**config.mk**
```make
export PLATFORM = sky130hd
export DESIGN_NAME = gpio_irq_bank
export DESIGN_NICKNAME = d
export VERILOG_FILES = /design/src/rtl/gpio_bank_pkg.sv /design/src/rtl/gpio_sync.sv /design/src/rtl/gpio_trig_detect.sv /design/src/rtl/gpio_regfile.sv /design/src/rtl/gpio_irq_bank.sv
export SDC_FILE = /design/constraint.sdc
export NUM_CORES = 1
export LEC_CHECK = 0
export BUFFER_PORTS_ARGS = -buffer_cell sky130_fd_sc_hd__buf_4
export CAP_MARGIN = 10
export CORE_ASPECT_RATIO = 1.75
export CORE_UTILIZATION = 50
export DETAILED_ROUTE_END_ITERATION = 10
export GPL_TIMING_DRIVEN = 0
export PLACE_DENSITY = 0.83
export SLEW_MARGIN = 20
export SYNTH_ARGS = -nofsm -noshare
export SYNTH_HDL_FRONTEND = slang
export SYNTH_SLANG_ARGS = --single-unit
```
**constraint.sdc**
```tcl
create_clock -name clk -period 1.5 [get_ports clk]
set_input_delay 0.3 -clock clk [delete_from_list [all_inputs] [get_ports clk]]
set_output_delay 0.3 -clock clk [all_outputs]
set_load 0.01 [all_outputs]
```
**src/rtl/gpio_bank_pkg.sv**
```systemverilog
package gpio_bank_pkg;
  localparam int ADDR_W = 4;

  typedef enum logic [ADDR_W-1:0] {
    RA_LEVEL = 4'd0,
    RA_DIR   = 4'd1,
    RA_DOUT  = 4'd2,
    RA_ALT   = 4'd3,
    RA_MASK  = 4'd4,
    RA_TRIG  = 4'd5,
    RA_EPOL  = 4'd6,
    RA_LPOL  = 4'd7,
    RA_PEND  = 4'd8
  } reg_addr_e;
endpackage

```
**src/rtl/gpio_sync.sv**
```systemverilog
module gpio_sync #(
  parameter int W      = 16,
  parameter int STAGES = 2
) (
  input  logic         clk,
  input  logic         rst_n,
  input  logic [W-1:0] d,
  output logic [W-1:0] q
);
  logic [W-1:0] stg [STAGES];

  always_ff @(posedge clk) begin
    if (!rst_n) begin
      for (int s = 0; s < STAGES; s++) stg[s] <= '0;
    end else begin
      stg[0] <= d;
      for (int s = 1; s < STAGES; s++) stg[s] <= stg[s-1];
    end
  end

  assign q = stg[STAGES-1];
endmodule

```
**src/rtl/gpio_trig_detect.sv**
```systemverilog
module gpio_trig_detect #(
  parameter int W = 16
) (
  input  logic         clk,
  input  logic         rst_n,
  input  logic [W-1:0] lvl,
  input  logic [W-1:0] edge_mode,
  input  logic [W-1:0] epol,
  input  logic [W-1:0] lpol,
  output logic [W-1:0] hit
);
  logic [W-1:0] prev;

  always_ff @(posedge clk) begin
    if (!rst_n) prev <= '0;
    else        prev <= lvl;
  end

  for (genvar i = 0; i < W; i++) begin : g_pin
    logic rise, fall, edge_hit, lvl_hit;
    assign rise     = lvl[i] & ~prev[i];
    assign fall     = ~lvl[i] & prev[i];
    assign edge_hit = epol[i] ? rise : fall;
    assign lvl_hit  = ~(lvl[i] ^ lpol[i]);
    assign hit[i]   = edge_mode[i] ? edge_hit : lvl_hit;
  end

  // an edge-mode detection needs a change of the synchronised level
  assert_edge_needs_change_R5: assert property (@(posedge clk) disable iff (!rst_n)
    1'b1 |=> ((hit & edge_mode) & ~(lvl ^ $past(lvl))) == '0);
endmodule

```
**src/rtl/gpio_regfile.sv**
```systemverilog
module gpio_regfile
  import gpio_bank_pkg::*;
#(
  parameter int W = 16
) (
  input  logic              clk,
  input  logic              rst_n,
  input  logic              wr,
  input  logic              rd,
  input  logic [ADDR_W-1:0] addr,
  input  logic [W-1:0]      wdata,
  input  logic [W-1:0]      level,
  input  logic [W-1:0]      hit,
  output logic [W-1:0]      rdata,
  output logic [W-1:0]      dir,
  output logic [W-1:0]      dout,
  output logic [W-1:0]      alt,
  output logic [W-1:0]      mask,
  output logic [W-1:0]      trig,
  output logic [W-1:0]      epol,
  output logic [W-1:0]      lpol,
  output logic [W-1:0]      pend
);
  logic [W-1:0] set_v, keep_v, rmux;
  logic         wr_pend;

  assign set_v   = hit & ~mask;
  assign wr_pend = wr && (addr == RA_PEND);
  assign keep_v  = wr_pend ? (pend & wdata) : pend;

  always_ff @(posedge clk) begin
    if (!rst_n) begin
      dir  <= '0;
      dout <= '0;
      alt  <= '0;
      mask <= '1;
      trig <= '0;
      epol <= '0;
      lpol <= '0;
      pend <= '0;
    end else begin
      if (wr) begin
        case (addr)
          RA_DIR:  dir  <= wdata;
          RA_DOUT: dout <= wdata;
          RA_ALT:  alt  <= wdata;
          RA_MASK: mask <= wdata;
          RA_TRIG: trig <= wdata;
          RA_EPOL: epol <= wdata;
          RA_LPOL: lpol <= wdata;
          default: ;
        endcase
      end
      pend <= keep_v | set_v;
    end
  end

  always_comb begin
    case (addr)
      RA_LEVEL: rmux = level;
      RA_DIR:   rmux = dir;
      RA_DOUT:  rmux = dout;
      RA_ALT:   rmux = alt;
      RA_MASK:  rmux = mask;
      RA_TRIG:  rmux = trig;
      RA_EPOL:  rmux = epol;
      RA_LPOL:  rmux = lpol;
      RA_PEND:  rmux = pend;
      default:  rmux = '0;
    endcase
  end

  always_ff @(posedge clk) begin
    if (!rst_n)  rdata <= '0;
    else if (rd) rdata <= rmux;
  end

  // a pending bit never rises while its mask bit was set
  assert_masked_no_set_R4: assert property (@(posedge clk) disable iff (!rst_n)
    1'b1 |=> ((pend & ~$past(pend)) & $past(mask)) == '0);

  // a clearing write with no detection leaves only the kept bits
  assert_clear_applies_R8: assert property (@(posedge clk) disable iff (!rst_n)
    (wr && addr == RA_PEND && (hit & ~mask) == '0) |=> (pend & ~$past(wdata)) == '0);

  // a detection during a clearing write survives
  assert_set_wins_R9: assert property (@(posedge clk) disable iff (!rst_n)
    (wr && addr == RA_PEND) |=> (($past(hit) & ~$past(mask)) & ~pend) == '0);
endmodule

```
**src/rtl/gpio_irq_bank.sv**
```systemverilog
module gpio_irq_bank
  import gpio_bank_pkg::*;
#(
  parameter int NPIN        = 16,
  parameter int SYNC_STAGES = 2
) (
  input  logic              clk,
  input  logic              rst_n,
  input  logic              reg_wr,
  input  logic              reg_rd,
  input  logic [ADDR_W-1:0] reg_addr,
  input  logic [NPIN-1:0]   reg_wdata,
  output logic [NPIN-1:0]   reg_rdata,
  input  logic [NPIN-1:0]   pin_in,
  output logic [NPIN-1:0]   pin_out,
  output logic [NPIN-1:0]   pin_oe,
  output logic [NPIN-1:0]   alt_sel,
  output logic              irq
);
  logic [NPIN-1:0] lvl_s, hit;
  logic [NPIN-1:0] dir, dout, alt, mask, trig, epol, lpol, pend;

  gpio_sync #(.W(NPIN), .STAGES(SYNC_STAGES)) u_sync (
    .clk(clk), .rst_n(rst_n), .d(pin_in), .q(lvl_s)
  );

  gpio_trig_detect #(.W(NPIN)) u_det (
    .clk(clk), .rst_n(rst_n), .lvl(lvl_s), .edge_mode(trig),
    .epol(epol), .lpol(lpol), .hit(hit)
  );

  gpio_regfile #(.W(NPIN)) u_regs (
    .clk(clk), .rst_n(rst_n), .wr(reg_wr), .rd(reg_rd), .addr(reg_addr),
    .wdata(reg_wdata), .level(lvl_s), .hit(hit), .rdata(reg_rdata),
    .dir(dir), .dout(dout), .alt(alt), .mask(mask), .trig(trig),
    .epol(epol), .lpol(lpol), .pend(pend)
  );

  assign pin_oe  = dir;
  assign pin_out = dout;
  assign alt_sel = alt;
  assign irq     = |pend;

  // the summary line only rises after an unmasked detection
  assert_irq_cause_R10: assert property (@(posedge clk) disable iff (!rst_n)
    $rose(irq) |-> $past((hit & ~mask) != '0));

  // output enables move only on a direction write
  assert_oe_hold_R11: assert property (@(posedge clk) disable iff (!rst_n)
    !(reg_wr && reg_addr == RA_DIR) |=> $stable(pin_oe));
endmodule

```
* Word-level counts from Yosys, hierarchy flattened *
Memories as Yosys holds them, arrays and structs flattened.
Cells that the tools add are included.

cells by class
  reductions and logical operators = 10
  equality and inequality tests = 8
  muxes and demuxes = 38
  bitwise gates (word level) = 102

operators by type and width
  cell                                                                    number
  16-bit one-hot mux with 9 select lines                                  1
  16-bit 2-to-1 mux                                                       3
  1-bit NOT                                                               48
  1-bit 2-to-1 mux                                                        34
  1-bit bitwise AND                                                       32
  16-bit bitwise AND                                                      2
  4-bit by 3-bit equality test with 1-bit output (second input constant)  4
  16-bit NOT                                                              1
  16-bit OR                                                               1
  16-bit OR reduction                                                     1
  1-bit XOR                                                               16
  2-bit AND reduction                                                     7
  4-bit by 2-bit equality test with 1-bit output (second input constant)  2
  4-bit by 1-bit equality test with 1-bit output (second input constant)  1
  4-bit equality test (second input constant)                             1
  4-bit zero test                                                         1
  1-bit OR                                                                2
  1-bit logical AND                                                       1

storage, ports and cells
  logic and storage cells = 169
  memories kept = 1
  output and inout port bits = 65
  bits in registers = 160
  bits in writable memories = 32
  input port bits = 40

memory list
  memory      words  width  rd ports  clocked after memory_dff  write ports  line             source
  u_sync.stg  2      16     2         0                         2            gpio_sync.sv:10  logic [W-1:0] stg [STAGES];

* Longest topological paths before layout *
  depth in word-level cells = 6
  mapped depth = 8
  depth with buffers taken out = 4

* By module *
Synthesis repeated with hierarchy kept, for this count alone.

unflattened totals
  cells, all modules = 1034
  area, all modules = 9011.1 sq um

by module, submodules not included
  module            sequential area each (sq um)  area each (sq um)  times used  cells an instance
  gpio_regfile      2882.8                        6887.9             1           833
  gpio_trig_detect  320.3                         1076.0             1           113
  gpio_sync         640.6                         1016.0             1           83
  gpio_irq_bank     0.0                           31.3               1           5

* Worst setup path after synthesis *
Ideal clock, no wire load.

  kind = input-to-reg
  start = in reg_addr[0]
  end = reg u_regs.pend[10]
  cell stages on the path = 6
  setup time = 0.117 ns
  required time = 1.383 ns
  data arrival time = 1.336 ns
  path slack = 0.047 ns
  path through = buf_4 nor4b_4 nand2_4 buf_6 o21ai_2 a21boi_1

between the ends
  longest elaborated chain between the ends = 4

ends and longest elaborated chain
  what                    line                 source
  start: declaration      gpio_irq_bank.sv:11  input logic [ADDR_W-1:0] reg_addr,
  4-bit equality test     gpio_regfile.sv:28   assign wr_pend = wr && (addr == RA_PEND);
  1-bit logical AND       gpio_regfile.sv:28
  16-bit 2-to-1 mux       gpio_regfile.sv:29   assign keep_v = wr_pend ? (pend & wdata) : pend;
  16-bit OR               gpio_regfile.sv:54   pend <= keep_v | set_v;
  end signal: assignment  gpio_regfile.sv:54
  end: declaration        gpio_regfile.sv:22   output logic [W-1:0] pend

No other way between the ends.
A chain may end at the register's enable or synchronous reset.

* Final worst setup path *
  start = reg u_regs.pend[0]
  end = out irq

between the ends
  longest elaborated chain between the ends = 1

ends and longest elaborated chain
  what                 line                 source
  16-bit OR reduction  gpio_irq_bank.sv:42  assign irq = |pend;
  end: declaration     gpio_irq_bank.sv:18  output logic irq

No other way between the ends.

==> run summary <==
The final reports fail on setup timing. At the pin with the least slew margin, the transition time is 0.878 ns. Hold timing on the final database bottoms out at a slack of 0.0497 ns. Summing the areas of all and, or, nand and nor instances in the mapped netlist gives 27.8% of the synthesized area. For the worst-skew pair, the clock arrives at the later sink with an insertion delay of 0.45 ns.

The internal power was 0.00791 W; the sequential group share of total power was 49.4%. In this run the worst path has a maximum fanout of 2. Of the total power, the clock network draws 41.3%. The sum of buffers and inverters on the critical path is 1.

The cell at the root of the clock tree is sky130_fd_sc_hd__clkbuf_16. At the end of the flow, the number of nets in the layout was 1209. Global routing used 35.1% of the available tracks. Initial standard-cell utilization of the core: 51.4%. TritonCTS built the clock tree.

In this design, the stage delay of the slowest critical-path cell is 0.38 ns. The number of levels the H-tree was split into is 4. The type of element capturing the critical path is an output pin.

The worst vdd rail ir drop is 738 µV. The final routed wire length divided by cell count is 22.9 µm, and the instance count of the mapped netlist is 1060. The post-route netlist has 18.3% of its cells at a drive strength greater than 1. The total I/O pin count is 105. The number of hold buffers added after CTS came out at 0. The final RePlAce weighted congestion was 0.974; the sum of overflow across all layers after global routing was 0. The net switching power of the design came out at 0.00283 W. The run finished, with violations left. The die span in y was 180 µm. The clock passes through at most 2 buffers. Ranked by total cell area, the synthesized netlist is headed by sky130_fd_sc_hd__dfxtp_1 (43%), sky130_fd_sc_hd__nand2_1 (8.9%), sky130_fd_sc_hd__a21boi_0 (6.6%).

Yosys mapped a number of flops with a built-in enable equal to 0. Area share of the largest cell type after synthesis: 42.6%. The run gives 17 as the TritonCTS buffer count.

The number of nets in the synthesized netlist is 1100, and the length of the first detailed-routing pass in iterations is 5. The number of failing hold endpoints at the final stage is 0, and the footprint of the flip-flops and latches is 3860 µm². Counting instances in the post-synthesis netlist gives the leading cell types as sky130_fd_sc_hd__nand2_1 (213), sky130_fd_sc_hd__dfxtp_1 (192), sky130_fd_sc_hd__a21boi_0 (79). The tools report the final non-filler cell total as 1413. The number of antenna diodes in the final layout is 0. After synthesis, the netlist uses 47 different library cells. The ratio of routed vias to standard cells came out at 6.08.

The leading area contributor after synthesis was sky130_fd_sc_hd__dfxtp_1. Sort of element at the start of the critical path: a register. Entering global routing, the biggest net connects 17 pins.

Setup repair after global routing could not meet its margin everywhere. For the synthesis warning total, the log shows 0. Wires add up to 32400 µm.

The synthesized netlist devotes 0% of its cell area to adder and majority cells. In this run switching power makes up 26.3% of total power. The area growth from synthesis to final layout is 18.0%.

The tools report the number of endpoints failing setup at the final stage as 1. Data arrives at the worst endpoint at 1.45 ns. The smallest clock period supported by the final layout is computed as 1.75 ns.

The final standard cell utilization of the core was 60.7%; the number of buffers added on ports was 85. The site row count was 64. Based on the critical path, the design can be clocked at up to 572 MHz. The number of instances in the placed design was 1376. The xor/xnor share of the synthesized area works out to 1.55%.

Prevailing post-synth register cell: sky130_fd_sc_hd__dfxtp_1. After filler insertion, the fill cell instance count of the layout stands at 1548. The core region is 17500 µm². The area of the die was 18600 µm²; the flip-flop and latch count after synthesis was 192. The ratio of total power to cell area is 1010 nW/µm², and the relative contribution of combinational cells to total power is 9.3%.

The detailed-placement wirelength estimate is 22900 µm. After synthesis, the largest family of logic cells by area is simple AND/OR/NAND/NOR gates. Counting flops with an async set or reset pin after synthesis yields a share of 0%. Number of antenna violations at the first check in global routing: 0. The worst endpoint required time was 1.20 ns. In this run the worst hold path is classified as input pin to register. Across the run, the number of max-cap violations was 0.

The number of pins with negative max-slew slack in the final report came out at 0. The first global-routing pass estimated 47900 µm of wire. Of the synthesized area, sequential elements account for 42.6%. For the final worst-path setup slack, the log shows -0.247 ns. The tools report the post-route DRC violation count as 0.

The library cell contributing the largest single delay on the critical path was sky130_fd_sc_hd__dfxtp_4. In the final layout, the multi-input gates occupy 4780 µm². The cell area that synthesis handed to floorplanning was 9020 µm². The tools report the DRC marker count from the first detailed-route iteration as 701. The CTS clock-pin slew for the worst setup and hold paths is 0.07 ns.

The run gives 0 as the count of nets left with antenna violations after detail routing. The most numerous cell in the Yosys netlist was sky130_fd_sc_hd__nand2_1. After synthesis, the mean cell area works out to 8.51 µm². Walking the worst path, the cells encountered are nor4_4 > nand4_1 > buf_4. The post-synthesis compound-gate area fraction is 20.8%. In this run the static leakage power is 3.94 nW. For the CTS sink count, the log shows 192. The family of cells with the greatest summed delay on the critical path was simple AND/OR/NAND/NOR gates. The multiplexer share of the synthesized area came out at 1.97%. For the number of global-route vias before repair, the log shows 8174. For the final routed database, the setup TNS stands at -0.247 ns. The share of the cycle needed by the critical path after routing is 116%, and the total number of vias is 8598. The critical setup path kind was register to output pin. Measured along the x axis, the die boundary spans 104 µm. Between clock sinks in the finished design, the worst skew comes to 0.00976 ns. The worst slew margin relative to its limit is 41.5%.
[registers in the layout, summed over array words and instances (netlist names)]
signal        flops
u_regs.lpol      16
u_regs.trig      16
u_det.prev       16
u_regs.rdata     16
u_regs.mask      16
u_regs.epol      16
u_sync.stg       32
u_regs.dir       16
u_regs.alt       16
u_regs.pend      16
u_regs.dout      16
[cell usage in the layout (no fill, tap or decap), types with 7 or more instances in the layout]
master	netlist	layout
sky130_fd_sc_hd__a21boi_0	79	79
sky130_fd_sc_hd__a21boi_1	33	33
sky130_fd_sc_hd__a21o_1	16	16
sky130_fd_sc_hd__a21oi_1	56	56
sky130_fd_sc_hd__a221oi_1	10	10
sky130_fd_sc_hd__a22o_1	9	9
sky130_fd_sc_hd__and2_1	51	51
sky130_fd_sc_hd__and3b_1	17	17
sky130_fd_sc_hd__buf_2	28	26
sky130_fd_sc_hd__buf_4	11	100
sky130_fd_sc_hd__clkbuf_1	45	45
sky130_fd_sc_hd__clkbuf_16	0	17
sky130_fd_sc_hd__dfxtp_1	192	186
sky130_fd_sc_hd__mux2_2	12	12
sky130_fd_sc_hd__nand2_1	213	209
sky130_fd_sc_hd__nand2b_1	17	17
sky130_fd_sc_hd__nand3_1	48	48
sky130_fd_sc_hd__nand3b_1	49	49
sky130_fd_sc_hd__nor2b_1	19	19
sky130_fd_sc_hd__nor3b_1	16	16
sky130_fd_sc_hd__o21ai_0	43	43
sky130_fd_sc_hd__o21ai_2	10	10
sky130_fd_sc_hd__o31ai_1	9	7
sky130_fd_sc_hd__or3b_1	15	15
sky130_fd_sc_hd__xnor2_1	16	16
[per-layer routing]
metal | up-vias | global-route usage, % | routed length (µm)
met5 | - | 0 | 0
met4 | 0 | 33.4 | 3150
met3 | 171 | 6.09 | 2780
met2 | 530 | 57.3 | 15300
met1 | 4034 | 38.1 | 11100
li1 | 3863 | - | -
[final cells by class]
cell class / instances / area share [%]
multi-input combinational: 774 / 44.9
sequential: 192 / 36.2
tap: 231 / 2.71
timing repair buffer: 89 / 6.27
inverter: 2 / 0.106
clock buffer: 20 / 4.19
clock inverter: 12 / 1.06
timing repair inverter: 1 / 0.0470
buffer: 92 / 4.48
[per-stage QoR]
step                      power (W)  instance area [µm²]  setup WS, ns
after detailed placement    0.00635                 9950        -0.498
after CTS                    0.0107                10600        -0.248
after floorplan             0.00595                 9020        0.0471
after global routing         0.0110                10700        -0.295
after global placement      0.00633                 9950        -0.458
final                        0.0107                10700        -0.247
[final timing paths]
path,startpoint,endpoint,slack [ns],cells after the start
worst max-delay path,u_regs.pend[0]$_SDFF_PN0_,irq,-0.25,3
worst min-delay path,pin_in[14],u_sync.stg[0][14]$_SDFF_PN0_,0.05,2
worst max register to register,u_sync.stg[0][22]$_SDFF_PN0_,u_regs.rdata[6]$_SDFFE_PN0P_,0.12,4
worst min register to register,u_sync.stg[0][12]$_SDFF_PN0_,u_sync.stg[0][28]$_SDFF_PN0_,0.43,1
[power by group through the flow]
| stage | logic [W] | registers (W) | clock network [W] |
|---|---|---|---|
| finish | 0.000996 | 0.00530 | 0.00444 |
| global route | 0.00104 | 0.00531 | 0.00466 |
| CTS | 0.000948 | 0.00530 | 0.00444 |
| detailed placement | 0.000936 | 0.00541 | 0 |
| global placement | 0.000919 | 0.00541 | 0 |
| floorplan | 0.000558 | 0.00539 | 0 |
[worst register-to-register path, stage by stage (launching register included)]
cell and delay [ns]:
sky130_fd_sc_hd__dfxtp_1 0.45, sky130_fd_sc_hd__or3b_1 0.39, sky130_fd_sc_hd__a21oi_1 0.14, sky130_fd_sc_hd__o31ai_1 0.13, sky130_fd_sc_hd__a21oi_1 0.20
[timing repair]
item | in CTS | in global routing
gates resized for setup | 14 | 15
pin swaps | 3 | 2
cloned | 0 | 1
setup endpoints to repair | 3 | 59
setup buffers | 1 | 3
[cells by family after synthesis]
family | Yosys count
DFF | 192
muxes | 15
AOI/OAI and AO/OA | 280
and+or+nand+nor | 463
buffers and inverters | 94
xor gates and xnor gates | 16
(Power assumes the default switching activity.)
